### src/rtl/irq_arb_pkg.sv
package irq_arb_pkg;

    localparam int NUM_LINES = 4;
    localparam int NUM_TMR   = 4;
    localparam int NUM_SRC   = NUM_LINES + 1 + NUM_TMR;
    localparam int SRC_W     = $clog2(NUM_SRC);
    localparam int VEC_W     = 4;
    localparam int SPEC_IDX  = NUM_LINES;

    typedef enum logic [0:0] {
        ST_IDLE  = 1'b0,
        ST_SERVE = 1'b1
    } serve_state_e;

    // Handler vector of a source index.
    function automatic logic [VEC_W-1:0] src_vector(input logic [SRC_W-1:0] idx);
        logic [VEC_W-1:0] v;
        if (int'(idx) < NUM_LINES)
            v = VEC_W'(int'(idx) + 2);
        else if (int'(idx) == SPEC_IDX)
            v = VEC_W'(6);
        else
            v = VEC_W'(int'(idx) + 5);
        return v;
    endfunction

    // Source index occupying a rank position (0 = highest).
    function automatic int rank_to_src(input int pos, input logic spec_hi);
        int s;
        if (spec_hi) begin
            if (pos == 0)
                s = SPEC_IDX;
            else if (pos <= NUM_LINES)
                s = pos - 1;
            else
                s = pos;
        end else begin
            s = pos;
        end
        return s;
    endfunction

endpackage

### src/rtl/irq_line_capture.sv
module irq_line_capture #(
    parameter int GAP_CYCLES = 2400
) (
    input  logic clk,
    input  logic rst,
    input  logic raw,
    input  logic clr,
    output logic pend
);
    localparam int CNT_W = (GAP_CYCLES > 0) ? $clog2(GAP_CYCLES + 1) : 1;

    logic             sync_a;
    logic             sync_b;
    logic             last_lvl;
    logic [CNT_W-1:0] hold_cnt;
    logic             rise;
    logic             accept;

    assign rise   = sync_b & ~last_lvl;
    assign accept = rise & (hold_cnt == '0);

    always_ff @(posedge clk) begin
        if (rst) begin
            sync_a   <= 1'b0;
            sync_b   <= 1'b0;
            last_lvl <= 1'b0;
        end else begin
            sync_a   <= raw;
            sync_b   <= sync_a;
            last_lvl <= sync_b;
        end
    end

    always_ff @(posedge clk) begin
        if (rst)
            hold_cnt <= '0;
        else if (accept)
            hold_cnt <= CNT_W'(GAP_CYCLES);
        else if (hold_cnt != '0)
            hold_cnt <= hold_cnt - 1'b1;
    end

    // A fresh request wins over a same-cycle clear.
    always_ff @(posedge clk) begin
        if (rst)
            pend <= 1'b0;
        else if (accept)
            pend <= 1'b1;
        else if (clr)
            pend <= 1'b0;
    end

endmodule

### src/rtl/irq_pulse_latch.sv
module irq_pulse_latch #(
    parameter int WIDTH = 5
) (
    input  logic             clk,
    input  logic             rst,
    input  logic [WIDTH-1:0] req,
    input  logic [WIDTH-1:0] clr,
    output logic [WIDTH-1:0] pend
);
    for (genvar g = 0; g < WIDTH; g++) begin : g_bit
        always_ff @(posedge clk) begin
            if (rst)
                pend[g] <= 1'b0;
            else if (req[g])
                pend[g] <= 1'b1;
            else if (clr[g])
                pend[g] <= 1'b0;
        end
    end

endmodule

### src/rtl/irq_prio_pick.sv
module irq_prio_pick
    import irq_arb_pkg::*;
(
    input  logic [NUM_SRC-1:0] pend,
    input  logic               spec_first,
    output logic               any,
    output logic [SRC_W-1:0]   win_idx
);
    always_comb begin
        win_idx = '0;
        // Walk from lowest rank upward so the highest pending rank is kept.
        for (int p = NUM_SRC - 1; p >= 0; p--) begin
            if (pend[rank_to_src(p, spec_first)])
                win_idx = SRC_W'(rank_to_src(p, spec_first));
        end
        any = |pend;
    end

endmodule

### src/rtl/irq_serve_fsm.sv
module irq_serve_fsm
    import irq_arb_pkg::*;
(
    input  logic               clk,
    input  logic               rst,
    input  logic               boundary,
    input  logic               done,
    input  logic               any,
    input  logic [SRC_W-1:0]   win_idx,
    input  logic [NUM_SRC-1:0] hdl_en,
    output logic [NUM_SRC-1:0] clr,
    output logic [VEC_W-1:0]   vec,
    output logic               valid,
    output logic               busy
);
    serve_state_e state_q;
    serve_state_e state_d;
    logic         pick;
    logic         launch;

    assign pick   = (state_q == ST_IDLE) && boundary && any;
    assign launch = pick && hdl_en[win_idx];
    assign clr    = pick ? (NUM_SRC'(1) << win_idx) : '0;

    always_comb begin
        state_d = state_q;
        unique case (state_q)
            ST_IDLE:  if (launch) state_d = ST_SERVE;
            ST_SERVE: if (done)   state_d = ST_IDLE;
        endcase
    end

    always_ff @(posedge clk) begin
        if (rst)
            state_q <= ST_IDLE;
        else
            state_q <= state_d;
    end

    always_ff @(posedge clk) begin
        if (rst) begin
            vec   <= '0;
            valid <= 1'b0;
            busy  <= 1'b0;
        end else begin
            unique case (state_q)
                ST_IDLE: begin
                    if (launch) begin
                        vec   <= src_vector(win_idx);
                        valid <= 1'b1;
                        busy  <= 1'b1;
                    end
                end
                ST_SERVE: begin
                    if (done) begin
                        valid <= 1'b0;
                        busy  <= 1'b0;
                    end
                end
            endcase
        end
    end

endmodule

### src/rtl/irq_arbiter.sv
module irq_arbiter
    import irq_arb_pkg::*;
#(
    parameter int CLK_KHZ = 200000,
    parameter int GAP_NS  = 12000
) (
    input  logic                 clk,
    input  logic                 rst,
    input  logic [NUM_LINES-1:0] irq_raw,
    input  logic [NUM_TMR-1:0]   tmr_req,
    input  logic                 spec_req,
    input  logic                 spec_first,
    input  logic                 boundary,
    input  logic                 done,
    input  logic [NUM_SRC-1:0]   hdl_en,
    output logic [VEC_W-1:0]     vec,
    output logic                 valid,
    output logic                 busy
);
    localparam longint GAP_L      = (longint'(CLK_KHZ) * longint'(GAP_NS)) / 64'd1000000;
    localparam int     GAP_CYCLES = int'(GAP_L);

    logic [NUM_SRC-1:0] src_pend;
    logic [NUM_SRC-1:0] src_clr;
    logic               any;
    logic [SRC_W-1:0]   win_idx;

    for (genvar g = 0; g < NUM_LINES; g++) begin : g_line
        irq_line_capture #(.GAP_CYCLES(GAP_CYCLES)) u_cap (
            .clk  (clk),
            .rst  (rst),
            .raw  (irq_raw[g]),
            .clr  (src_clr[g]),
            .pend (src_pend[g])
        );
    end

    irq_pulse_latch #(.WIDTH(NUM_TMR + 1)) u_tmr (
        .clk  (clk),
        .rst  (rst),
        .req  ({tmr_req, spec_req}),
        .clr  (src_clr[NUM_SRC-1:NUM_LINES]),
        .pend (src_pend[NUM_SRC-1:NUM_LINES])
    );

    irq_prio_pick u_pick (
        .pend       (src_pend),
        .spec_first (spec_first),
        .any        (any),
        .win_idx    (win_idx)
    );

    irq_serve_fsm u_fsm (
        .clk      (clk),
        .rst      (rst),
        .boundary (boundary),
        .done     (done),
        .any      (any),
        .win_idx  (win_idx),
        .hdl_en   (hdl_en),
        .clr      (src_clr),
        .vec      (vec),
        .valid    (valid),
        .busy     (busy)
    );

endmodule

### config.mk
export PLATFORM = sky130hd
export DESIGN_NAME = irq_arbiter
export DESIGN_NICKNAME = d
export VERILOG_FILES = /design/src/rtl/irq_arb_pkg.sv /design/src/rtl/irq_line_capture.sv /design/src/rtl/irq_pulse_latch.sv /design/src/rtl/irq_prio_pick.sv /design/src/rtl/irq_serve_fsm.sv /design/src/rtl/irq_arbiter.sv
export SDC_FILE = /design/constraint.sdc
export NUM_CORES = 1
export LEC_CHECK = 0
export ABC_AREA = 1
export BUFFER_PORTS_ARGS = -buffer_cell sky130_fd_sc_hd__clkbuf_2
export CORE_MARGIN = 2
export CORE_UTILIZATION = 50
export DETAILED_ROUTE_END_ITERATION = 16
export GPL_ROUTABILITY_DRIVEN = 0
export GPL_TIMING_DRIVEN = 1
export HOLD_SLACK_MARGIN = 0.05
export PLACE_DENSITY_LB_ADDON = 0.1
export SETUP_SLACK_MARGIN = 0.3
export SLEW_MARGIN = 25
export SYNTH_ARGS = -nofsm -noshare
export SYNTH_HDL_FRONTEND = slang
export SYNTH_SLANG_ARGS = --single-unit
### constraint.sdc
create_clock -name clk -period 2.53 [get_ports clk]
set_input_delay 0.506 -clock clk [delete_from_list [all_inputs] [get_ports clk]]
set_output_delay 0.506 -clock clk [all_outputs]
set_load 0.03 [all_outputs]
==> run summary, run 1 <==
Crit path capture type: register
Status: finished clean
Crit Path Category: reg2reg
Max Slew Vio Count: 0
Setup TNS: 0 ps
Full die area: 8400 um^2
Post-Syn Area: 3840 um^2
Syn Area/Cell: 7.09 um^2
Syn Inst Count: 542
Final core occ: 0.586
Vias: 3343
Via density: 4.92
WHS: 330 ps
Initial cell density of the core: 0.524
Crit path max fanout: 8
Required @ worst endpoint: 2770 ps
Post-CTS Setup Bufs: 0
Netlist cell types: 39
Period minus WS final: 2020 ps
Antenna viol nets, final: 0
Detailed Route WL: 7570 um
DRC errors left: 0
Initial antenna violation count: 0
Num rows: 31
CTS tree: yes
Max-Slew Margin vs Limit: 0.490
Inst Count DP: 663
Core area: 7330 um^2
Fmax: 496 MHz
Seq/Total Area, Yosys: 0.391
Root Buffer: clkbuf_8
Drt wl/cell: 11.1 um
Min-delay worst type: in2reg
Reg2Reg Setup Slack: 510 ps
Hold Violations, Final: 0
Vias in the first global route: 3110
Layout cell share with drive strength beyond 1: 0.143
CTS Sinks: 75
Clock tree buffer depth: 2
YS warnings: 0
DIE WIDTH: 91.7 um
Worst-path clk slew: 80 ps
Multi-input logic area: 1960 um^2
Power Dens Cells: 1220 nW/um^2
Peak VDD IR: 0.000602 V
Worst Slack Setup Final: 512 ps
IO Port Bufs: 28
Net Count, Synth: 579
Largest net degree at the start of global routing: 31
Fin nets: 612
Pleak: 1.99 nW
Die Span Y: 91.7 um
Num ports: 29
DR pass1 iterations: 5
Finished Layout Cells: 679
H-tree Lvls: 3
Diodes inserted: 0
Worst Max-Slew Pin Slew: 765 ps
Register Area: 1500 um^2
Drt initial violations: 177
Synth Register Bits: 75
Cts repair resizes: 0
Crit path launch type: register
Area Overhead vs Synth: 11.8%
Clk_lat worst skew: 350 ps
First-pass GRT wire length: 13000 um
Clock Skew: 14.7 ps
Max_cap viols: 0
Setup violations, final: 0
Final period util: 0.798
DPL Wire Length: 5690 um
Pre-CTS WS: 161 ps
RSZ-0062 raised after global routing: false
Arrival time at the worst endpoint: 2260 ps
Hold_buf cts: 0
Cts bufs inserted: 9
Filler cells: 694
All-layer global routing usage: 0.190
Gr ovfl total: 0
-- where the power goes --
group | internal (W) | leakage [nW] | switching [W] | total [W]
clock | 0.000512 | 0.0998 | 0.000428 | 0.000940
sequential | 0.00156 | 0.619 | 0.000258 | 0.00181
combinational | 0.000943 | 1.27 | 0.00154 | 0.00249
-- cell type report --
class | instances | share of cell area
Clock buffer | 13 | 0.0370
Clock inverter | 3 | 0.0108
Inverter | 93 | 0.0836
Multi-Input combinational cell | 367 | 0.455
Sequential cell | 75 | 0.350
Tap cell | 99 | 0.0288
Timing Repair Buffer | 29 | 0.0344
-- critical path: stages, from the launching register on --
cell	delay, ps
dfxtp_1	450
nand2_1	70
and2_1	160
nand2_1	60
nand2_1	50
nand2_2	70
nand2_4	80
nand2_8	90
inv_4	50
ha_1	190
ha_1	270
nand2_1	50
o22ai_1	100
nand3_1	100
nand2_1	70
nor2_1	50
-- cells in the mapped netlist, drive strengths merged --
library cell / instances / share of area
a21oi: 38 / 0.050
a31oi: 9 / 0.015
and2: 3 / 0.0049
buf: 4 / 0.0072
clkbuf: 3 / 0.0029
dfxtp: 75 / 0.39
ha: 14 / 0.046
inv: 93 / 0.093
nand2: 88 / 0.10
nand3: 34 / 0.047
nand3b: 4 / 0.0078
nand4: 10 / 0.020
nor2: 94 / 0.096
nor3: 21 / 0.030
nor3b: 1 / 0.0020
nor4: 4 / 0.0065
o211a: 2 / 0.0052
o211ai: 1 / 0.0020
o21ai: 21 / 0.027
o22ai: 3 / 0.0049
or2: 8 / 0.013
xnor2: 5 / 0.011
xor2: 7 / 0.016
-- registers in the layout, indices dropped and copies added (netlist names) --
signal,cells
u_fsm.state_q,1
u_tmr.pend,5
g_line.u_cap.sync_b,4
u_fsm.vec,4
g_line.u_cap.pend,4
g_line.u_cap.sync_a,4
u_fsm.valid,1
g_line.u_cap.hold_cnt,48
g_line.u_cap.last_lvl,4
-- kinds of logic after synthesis --
kind of cell / after synthesis / share of synthesized area
buf+inv: 100 / 0.104
flops: 75 / 0.391
compound gates: 74 / 0.105
simple gates: 267 / 0.328
xor+xnor: 12 / 0.0274
fa+ha+maj: 14 / 0.0456
-- placed cells by master, fill, tap and decap left out, types with 2 or more instances in the layout --
| cell | n |
|---|---|
| inv_1 | 89 |
| nor2_1 | 88 |
| nand2_1 | 76 |
| dfxtp_1 | 74 |
| a21oi_1 | 37 |
| nand3_1 | 32 |
| clkbuf_2 | 28 |
| o21ai_0 | 20 |
| nor3_1 | 17 |
| ha_1 | 14 |
| clkbuf_8 | 11 |
| a31oi_1 | 9 |
| nand2_2 | 8 |
| nand4_1 | 8 |
| or2_2 | 8 |
| xor2_1 | 7 |
| xnor2_1 | 5 |
| nor2_2 | 5 |
| nor3_2 | 4 |
| nor4_1 | 4 |
| nand3b_1 | 4 |
| nand2_4 | 3 |
| and2_1 | 3 |
| o22ai_1 | 3 |
| nand4_2 | 2 |
| inv_4 | 2 |
| o211a_1 | 2 |
| nand3_2 | 2 |
| clkbuf_1 | 2 |
-- per-stage QoR --
step / total power, W / area, um^2
floorplan: 0.00381 / 3840
global placement: 0.00424 / 4080
detailed placement: 0.00430 / 4080
CTS: 0.00526 / 4280
global route: 0.00573 / 4290
finish: 0.00524 / 4290
-- path summary, 6_finish.rpt --
path | endpoint | depth (start not counted) | from
min | g_line[3].u_cap.sync_a$_SDFF_PP0_ | 3 | irq_raw[3]
max reg2reg | u_fsm.vec[2]$_SDFFE_PP0P_ | 15 | g_line[2].u_cap.pend$_SDFFE_PP0P_
min reg2reg | g_line[1].u_cap.sync_b$_SDFF_PP0_ | 2 | g_line[1].u_cap.sync_a$_SDFF_PP0_
max | u_fsm.vec[2]$_SDFFE_PP0P_ | 15 | g_line[2].u_cap.pend$_SDFFE_PP0P_
-- routing by layer --
layer	wire, um	global-route usage	part of all wire	up-vias
li1	-	-	-	1795
met1	3690	0.236	0.49	1478
met2	3470	0.317	0.46	57
met3	266	0.0419	0.035	13
met4	146	0.0833	0.019	0
met5	0	0	0	-
(Power assumes the default switching activity.)
==> run 2, diff against run 1 <==
ABC_AREA = 0   (was 1)
clock period = 2.1 ns   (was 2.53 ns; I/O delays follow)
==> run 2 against run 1 <==
  * The run now ends with negative setup slack left
  * Sequential share of layout area fell by 5.6 points
  * Sequential cell count unchanged
  * Clock skew down 6.5 ps
  * Die area shrank 6.4%
  * Critical path depth fell by 8
  * Routed wire length up 18%
  * Utilization is 17 points higher
  * Critical endpoint is now g_line[3].u_cap.hold_cnt[6]$_SDFFE_PP0P_
  * Highest routed layer unchanged
==> run summary, run 2 <==
RSZ-0062 raised after global routing: true
Fin nets: 550 (-10%)
DR pass1 iterations: 4 (-1)
Setup violations, final: 30 (+30)
Asr flop ratio synth: 0 (unchanged)
Clock power share: 0.114 (-0.065)
Netlist cell types: 56 (+44%)
H-tree Lvls: 3 (unchanged)
Core area: 6870 um^2 (-6.3%)
Worst-path clk slew: 80 ps (about the same)
Max Slew Vio Count: 0 (unchanged)
Num rows: 30 (-3.2%)
Cell Area, Placed: 4250 um^2 (+4.3%)
Post-Syn Area: 3580 um^2 (-6.7%)
Largest net degree at the start of global routing: 23 (-26%)
Switching pwr: 0.00321 W (+44%)
Combinational fraction of design power: 0.589 (+0.115)
Clk_lat worst skew: 340 ps (about the same)
Crit path capture type: register
DIE WIDTH: 88.7 um (-3.3%)
Top cell type by total area after synthesis: dfxtp_1
Fmax: 406 MHz (-18%)
Die Span Y: 88.7 um (-3.3%)
Max_cap viols: 0 (unchanged)
Synth top area share: 0.419 (+0.0281)
CTS Sinks: 75 (unchanged)
Final period util: 1.17 (+0.377)
Initial cell density of the core: 0.522 (-0.00229)
Pleak: 2.15 nW (+8.2%)
Drt wl/cell: 14.5 um (+30%)
Filler cells: 499 (-28%)
Clock Skew: 8.17 ps (-6.52 ps)
Top_reg_cell synth: dfxtp_1
Min-delay worst type: in2reg
WHS: 282 ps (-48.1 ps)
Power Dens Cells: 1560 nW/um^2 (+28%)
Main combinational cell family by area after synthesis: simple AND/OR/NAND/NOR gates
Crit path max fanout: 5 (-3)
Crit path launch type: register
Status: finished, violations left
Wl on met1: 4060 um (+10%)
Gr ovfl total: 0 (unchanged)
Post-synth EDFFs: 0 (unchanged)
Register Area: 1530 um^2 (+1.9%)
Seq/Total Area, Yosys: 0.419 (+0.0281)
Initial antenna violation count: 0 (unchanged)
Cts bufs inserted: 9 (unchanged)
Worst r2r src: g_line[3].u_cap.hold_cnt[5]$_SDFFE_PP0P_
DR WL met3: 304 um (+14%)
Biggest regs: g_line.u_cap.hold_cnt: 48 flops, u_tmr.pend: 5 flops
All-layer global routing usage: 0.227 (+0.0361)
Most flops, register: g_line.u_cap.hold_cnt
Vias in the first global route: 3193 (+2.7%)
Detailed Route WL: 8920 um (+18%)
Required @ worst endpoint: 2350 ps (-420 ps)
Top sig layer: met4
Synth Area in Adders: 0.0489 (+0.00328)
Internal: 0.00488 W (+62%)
Worst Max-Slew Pin Slew: 613 ps (-152 ps)
Most common cell after layout, fill and taps aside: buf_4
Antenna viol nets, final: 0 (unchanged)
Final core occ: 0.758 (+0.172)
Setup TNS: -7030 ps (-7030 ps)
Hold_buf cts: 0 (unchanged)
Full die area: 7860 um^2 (-6.4%)
Most common cell in the netlist: dfxtp_1
Worst Setup SP: g_line[3].u_cap.hold_cnt[5]$_SDFFE_PP0P_
Drt initial violations: 79 (-55%)
Synth cell count leaders: dfxtp_1 (75), nor2_1 (62), nand2_1 (24), nor3_1 (24), a21oi_1 (23)
Seq pwr share: 0.296 (-0.050)
CTS tree: yes
Mux cell area share after synthesis: 0.0447 (+0.0447)
Compound-cell area share of the yosys netlist: 0.118 (+0.0138)
Failing checks: negative setup slack
Net Count, Synth: 445 (-23%)
Met2 WL: 4480 um (+29%)
Fin area: 5200 um^2 (+21%)
Layout cell share with drive strength beyond 1: 0.490 (+0.347)
Via density: 5.32 (+8.0%)
Worst Slack Setup Final: -366 ps (-878 ps)
Multi-input logic area: 2500 um^2 (+28%)
Hold_sp: spec_req
Vias: 3266 (-2.3%)
YS warnings: 0 (unchanged)
Reg2Reg Setup Slack: -370 ps (-880 ps)
Synth Register Bits: 75 (unchanged)
Syn Inst Count: 408 (-25%)
Post-synthesis xor/xnor area fraction: 0.0366 (+0.00930)
Root Buffer: clkbuf_8
DPL Wire Length: 5690 um (about the same)
DRC errors left: 0 (unchanged)
Diodes inserted: 0 (unchanged)
Arrival time at the worst endpoint: 2720 ps (+460 ps)
Period minus WS final: 2470 ps (+448 ps)
Peak VDD IR: 0.00103 V (+71%)
Num ports: 29 (unchanged)
First-pass GRT wire length: 13900 um (+7.1%)
Area Overhead vs Synth: 45.2%
Syn Area/Cell: 8.79 um^2 (+24%)
Clock tree buffer depth: 2 (unchanged)
Main area contributors after synthesis: dfxtp_1 (42%), nor2_1 (6.5%), ha_1 (4.9%)
Hold Violations, Final: 0 (unchanged)
Post-Synth Simple-Gate Area: 0.293 (-0.0350)
Max-Slew Margin vs Limit: 0.588 (+0.0987)
Crit Path Category: reg2reg
Largest register FFs: 48 (unchanged)
Switching Share: 0.397 (-0.0286)
Most frequent cells in the layout: buf_4 (61), dfxtp_1 (59), nor2_1 (54), clkbuf_2 (28), buf_6 (21)
IO Port Bufs: 28 (unchanged)
[run 2: cells by family after synthesis]
family | Yosys count
AOI/OAI and AO/OA | 64
muxes | 15
xor gates and xnor gates | 15
adders and majority gates | 14
DFF | 75
and+or+nand+nor | 193
buffers and inverters | 32
[run 2: repair_timing]
action	in CTS	in global routing
pin swaps	26	28
resized for setup	75	76
hold endpoints to repair	0	0
buffers inserted	17	10
setup endpoints to repair	55	62
[run 2: stage by stage]
stage          std cells  worst slack (ps)  total power, W
3_5_place_dp         571              -338         0.00573
2_1_floorplan        408              -357         0.00472
6_report             614              -366         0.00810
3_3_place_gp         571              -275         0.00564
5_1_grt              614              -471         0.00868
4_1_cts              604              -343         0.00725
[run 2: area by class of cell]
type / count / area share
clock inverter: 3 / 0.00289
sequential: 75 / 0.294
clock buffer: 13 / 0.0267
multi-input combinational: 301 / 0.480
inverter: 16 / 0.0127
timing repair buffer: 110 / 0.160
tap: 96 / 0.0231
[run 2: power by group through the flow]
stage                     clock network [W]  registers, W  logic (W)
after floorplan                           0       0.00230    0.00243
after global placement                    0       0.00230    0.00334
after detailed placement                  0       0.00231    0.00342
after CTS                          0.000945       0.00231    0.00399
after global routing                0.00100       0.00247    0.00521
final                              0.000927       0.00240    0.00477
[run 2: worst max-delay path, stage by stage, from the launching register on]
cell and delay (ps):
dfxtp_2 320, or3_4 380, or4_4 420, or4b_4 570, nor3b_4 270, buf_4 170, nor3_1 50, a211oi_1 190
[run 2: worst paths after layout]
check | endpoint | cells after the start
worst max-delay path | g_line[3].u_cap.hold_cnt[6]$_SDFFE_PP0P_ | 7
worst min-delay path | u_tmr.pend[0]$_SDFFE_PP0P_ | 3
worst max register to register | g_line[3].u_cap.hold_cnt[6]$_SDFFE_PP0P_ | 7
worst min register to register | g_line[3].u_cap.sync_b$_SDFF_PP0_ | 1
[run 2: layer usage]
metal	vias up	global-route usage
met2	49	0.383
li1	1646	-
met4	0	0.0840
met5	-	0
met1	1560	0.287
met3	11	0.0429
==> run 3, diff against run 2 <==
SYNTH_HIERARCHICAL = 1   (was default)
clock period = 2.8 ns   (was 2.1 ns; I/O delays follow)
==> run 3 against run 2 <==
  * The flow now finishes without violations
  * Sequential cell count unchanged
  * Final cell count decreased by 8.8%
  * Hold slack improved by 140 ps
  * Power decreased by 39%
  * Worst setup slack improved by 860 ps
  * Sequential share of layout area increased by 5.9 points
  * First-iteration DRC count increased by 51%
  * Die area increased by 5.7%
  * Sequential power decreased by 27%
  * Register-to-register slack improved by 860 ps
  * Clock power decreased by 9.3%
  * Critical path type unchanged
  * Critical endpoint is now u_fsm/vec[3]$_SDFFE_PP0P_
  * Largest power group unchanged
==> run summary, run 3 <==
Status: finished clean
Setup TNS: 0 ps (+7030 ps)
FF-to-FF End: u_fsm/vec[3]$_SDFFE_PP0P_
Syn Area/Cell: 8.98 um^2 (+2.2%)
Crit path launch type: register
CP max-delay cell: nor4_1
Net Count, Synth: 462 (+3.8%)
Crit path capture type: register
Detailed Route WL: 7500 um (-16%)
Gr ovfl total: 0 (unchanged)
Crit Path Category: reg2reg
Layout cell share with drive strength beyond 1: 0.152 (-0.339)
Fmax: 433 MHz (+6.8%)
Cts repair resizes: 0 (-100%)
Max_cap viols: 0 (unchanged)
Required @ worst endpoint: 3050 ps (+700 ps)
Synth cell count leaders: dfxtp_1 (75), a21oi_1 (37), a211oi_1 (36)
Root Buffer: clkbuf_8
Synth Register Bits: 75 (unchanged)
Synth top area share: 0.395 (-0.0236)
Max Slew Vio Count: 0 (unchanged)
YS warnings: 6 (+6)
Syn Inst Count: 423 (+3.7%)
Fin nets: 495 (-10%)
Max-Slew Margin vs Limit: 0.572 (-0.0162)
Diodes inserted: 0 (unchanged)
Number of cells on the worst hold path: 2 (-1)
Asr flop ratio synth: 0 (unchanged)
DPL Wire Length: 5400 um (-5.0%)
Hold Violations, Final: 0 (unchanged)
Core area: 7290 um^2 (+6.2%)
Num rows: 31 (+3.3%)
Combinational fraction of design power: 0.473 (-0.116)
Pre-CTS WS: 307 ps (+645 ps)
Arrival time at the worst endpoint: 2560 ps (-160 ps)
CTS Sinks: 75 (unchanged)
Internal: 0.00288 W (-41%)
Netlist cell types: 47 (-16%)
Num ports: 29 (unchanged)
Clock tree buffer depth: 2 (unchanged)
R2R depth: 6 (-1)
Top_reg_cell synth: dfxtp_1
Pleak: 1.67 nW (-23%)
Clk_lat worst skew: 350 ps (about the same)
Full die area: 8310 um^2 (+5.7%)
Antenna viol nets, final: 0 (unchanged)
Seq/Total Area, Yosys: 0.395 (-0.0236)
Area Overhead vs Synth: 11.9%
RSZ-0062 raised after global routing: false
Biggest regs: g_line.u_cap/hold_cnt: 48 flops, u_tmr/pend: 5 flops
WP buf/inv: 0 (-1)
Hold EP: g_line[1].u_cap/sync_a$_SDFF_PP0_
Die Span Y: 91.2 um (+2.8%)
Post-Syn Area: 3800 um^2 (+6.0%)
Hold_sp: irq_raw[1]
DIE WIDTH: 91.2 um (+2.8%)
Clock Skew: 11.5 ps (+3.31 ps)
Initial cell density of the core: 0.521 (-0.000925)
Crit path max fanout: 6 (+1)
Switching Share: 0.414 (+0.0173)
Min-delay worst type: in2reg
Drt initial violations: 119 (+51%)
Setup violations, final: 0 (-100%)
Peak VDD IR: 0.000476 V (-54%)
H-tree Lvls: 3 (unchanged)
Initial antenna violation count: 0 (unchanged)
Cts bufs inserted: 9 (unchanged)
DR pass1 iterations: 4 (unchanged)
Most common cell in the netlist: dfxtp_1
Seq pwr share: 0.356 (+0.060)
Most frequent cells in the layout: dfxtp_1 (75), a21oi_1 (37), a211oi_1 (36), nor2_1 (34), clkbuf_2 (28)
Final period util: 0.824 (-0.350)
Critical path's top delay family: simple AND/OR/NAND/NOR gates
Hold_buf cts: 0 (unchanged)
First-pass GRT wire length: 13300 um (-4.5%)
Drt wl/cell: 13.4 um (-7.9%)
Vias: 3122 (-4.4%)
All-layer global routing usage: 0.192 (-0.0348)
Worst r2r src: u_tmr/pend[0]$_SDFFE_PP0P_
Final core occ: 0.583 (-0.175)
Via density: 5.58 (+4.8%)
Vias in the first global route: 2977 (-6.8%)
Switching pwr: 0.00204 W (-37%)
Worst-path clk slew: 90 ps (about the same)
CP max stage delay: 560 ps (about the same)
Most flops, register: g_line.u_cap/hold_cnt
Period minus WS final: 2310 ps (-158 ps)
Main area contributors after synthesis: dfxtp_1 (40%), a211oi_1 (7.1%), ha_1 (5.3%)
Critical-path cell list: nor4_1, and3_1, or2_1, nor2_1, o211a_4, o221a_2
Power Dens Cells: 1160 nW/um^2 (-26%)
Worst Slack Setup Final: 492 ps (+858 ps)
IO Port Bufs: 28 (unchanged)
Top cell type by total area after synthesis: dfxtp_1
Worst Max-Slew Pin Slew: 636 ps (+23.2 ps)
Largest register FFs: 48 (unchanged)
Reg2Reg Setup Slack: 490 ps (+860 ps)
CTS tree: yes
Post-synth EDFFs: 0 (unchanged)
Post-CTS Setup Bufs: 0 (-17)
Largest net degree at the start of global routing: 27 (+17%)
Clock power share: 0.171 (+0.057)
Most common cell after layout, fill and taps aside: dfxtp_1
DRC errors left: 0 (unchanged)
[run 3: cell types whose count changed after synthesis, moves of 8 or more]
cell	change
a21oi_1	+14
a211oi_1	+23
mux2_2	-8
and4_1	+8
inv_1	+11
or3_1	+15
nand2_1	-20
nand3_1	-10
nor2_1	-28
[run 3: metal layers]
layer  vias up  GRT usage  wire (um)
li1       1628          -          -
met1      1438      0.256       3790
met2        45      0.303       3370
met3        11     0.0515        258
met4         0     0.0581         80
met5         -          0          0
[run 3: cell type report]
class                      count  area, um^2
timing repair buffer          34         185
inverter                      26        97.6
sequential                    75        1500
clock buffer                   9         124
fill                         675        3040
clock inverter                 7        76.3
tap                           99         124
multi-input combinational    310        2140
[run 3: power groups by stage]
stage,clock network [W],logic [W],registers (W)
6_report,0.000841,0.00233,0.00175
4_1_cts,0.000882,0.00233,0.00175
2_1_floorplan,0,0.00188,0.00172
3_5_place_dp,0,0.00231,0.00177
3_3_place_gp,0,0.00225,0.00176
5_1_grt,0.000922,0.00264,0.00181
[run 3: through the flow]
step | hold WS [ps] | instance area (um^2) | power [W] | cells
after floorplan | 414 | 3800 | 0.00360 | 423
after global placement | 419 | 4050 | 0.00401 | 544
after detailed placement | 426 | 4050 | 0.00408 | 544
after CTS | 391 | 4250 | 0.00495 | 560
after global routing | 414 | 4250 | 0.00538 | 560
final | 419 | 4250 | 0.00492 | 560
[run 3: cells by family after synthesis]
group                      count (synthesis)  synth area share
AOI/OAI and AO/OA                         98             0.177
xor gates and xnor gates                   4           0.00922
adders and majority gates                 16            0.0527
buffers and inverters                     38            0.0428
DFF                                       75             0.395
muxes                                     14            0.0369
and+or+nand+nor                          178             0.286
[run 3: how the worst max path moves through the flow]
| stage | startpoint | endpoint | slack, ps | cells after the start |
|---|---|---|---|---|
| floorplan | spec_first | u_fsm/vec[3]$_SDFFE_PP0P_ | 440 | 8 |
| global placement | spec_first | u_fsm/vec[3]$_SDFFE_PP0P_ | 360 | 9 |
| detailed placement | spec_first | u_fsm/vec[1]$_SDFFE_PP0P_ | 310 | 11 |
| CTS | u_tmr/pend[0]$_SDFFE_PP0P_ | u_fsm/vec[3]$_SDFFE_PP0P_ | 540 | 6 |
| global route | u_tmr/pend[2]$_SDFFE_PP0P_ | u_fsm/vec[3]$_SDFFE_PP0P_ | 380 | 10 |
| finish | u_tmr/pend[0]$_SDFFE_PP0P_ | u_fsm/vec[3]$_SDFFE_PP0P_ | 490 | 6 |
[run 3: worst register-to-register path, stage by stage (launching register included)]
cell	delay [ps]
dfxtp_1	370
nor4_1	560
and3_1	300
or2_1	300
nor2_1	150
o211a_4	280
o221a_2	260
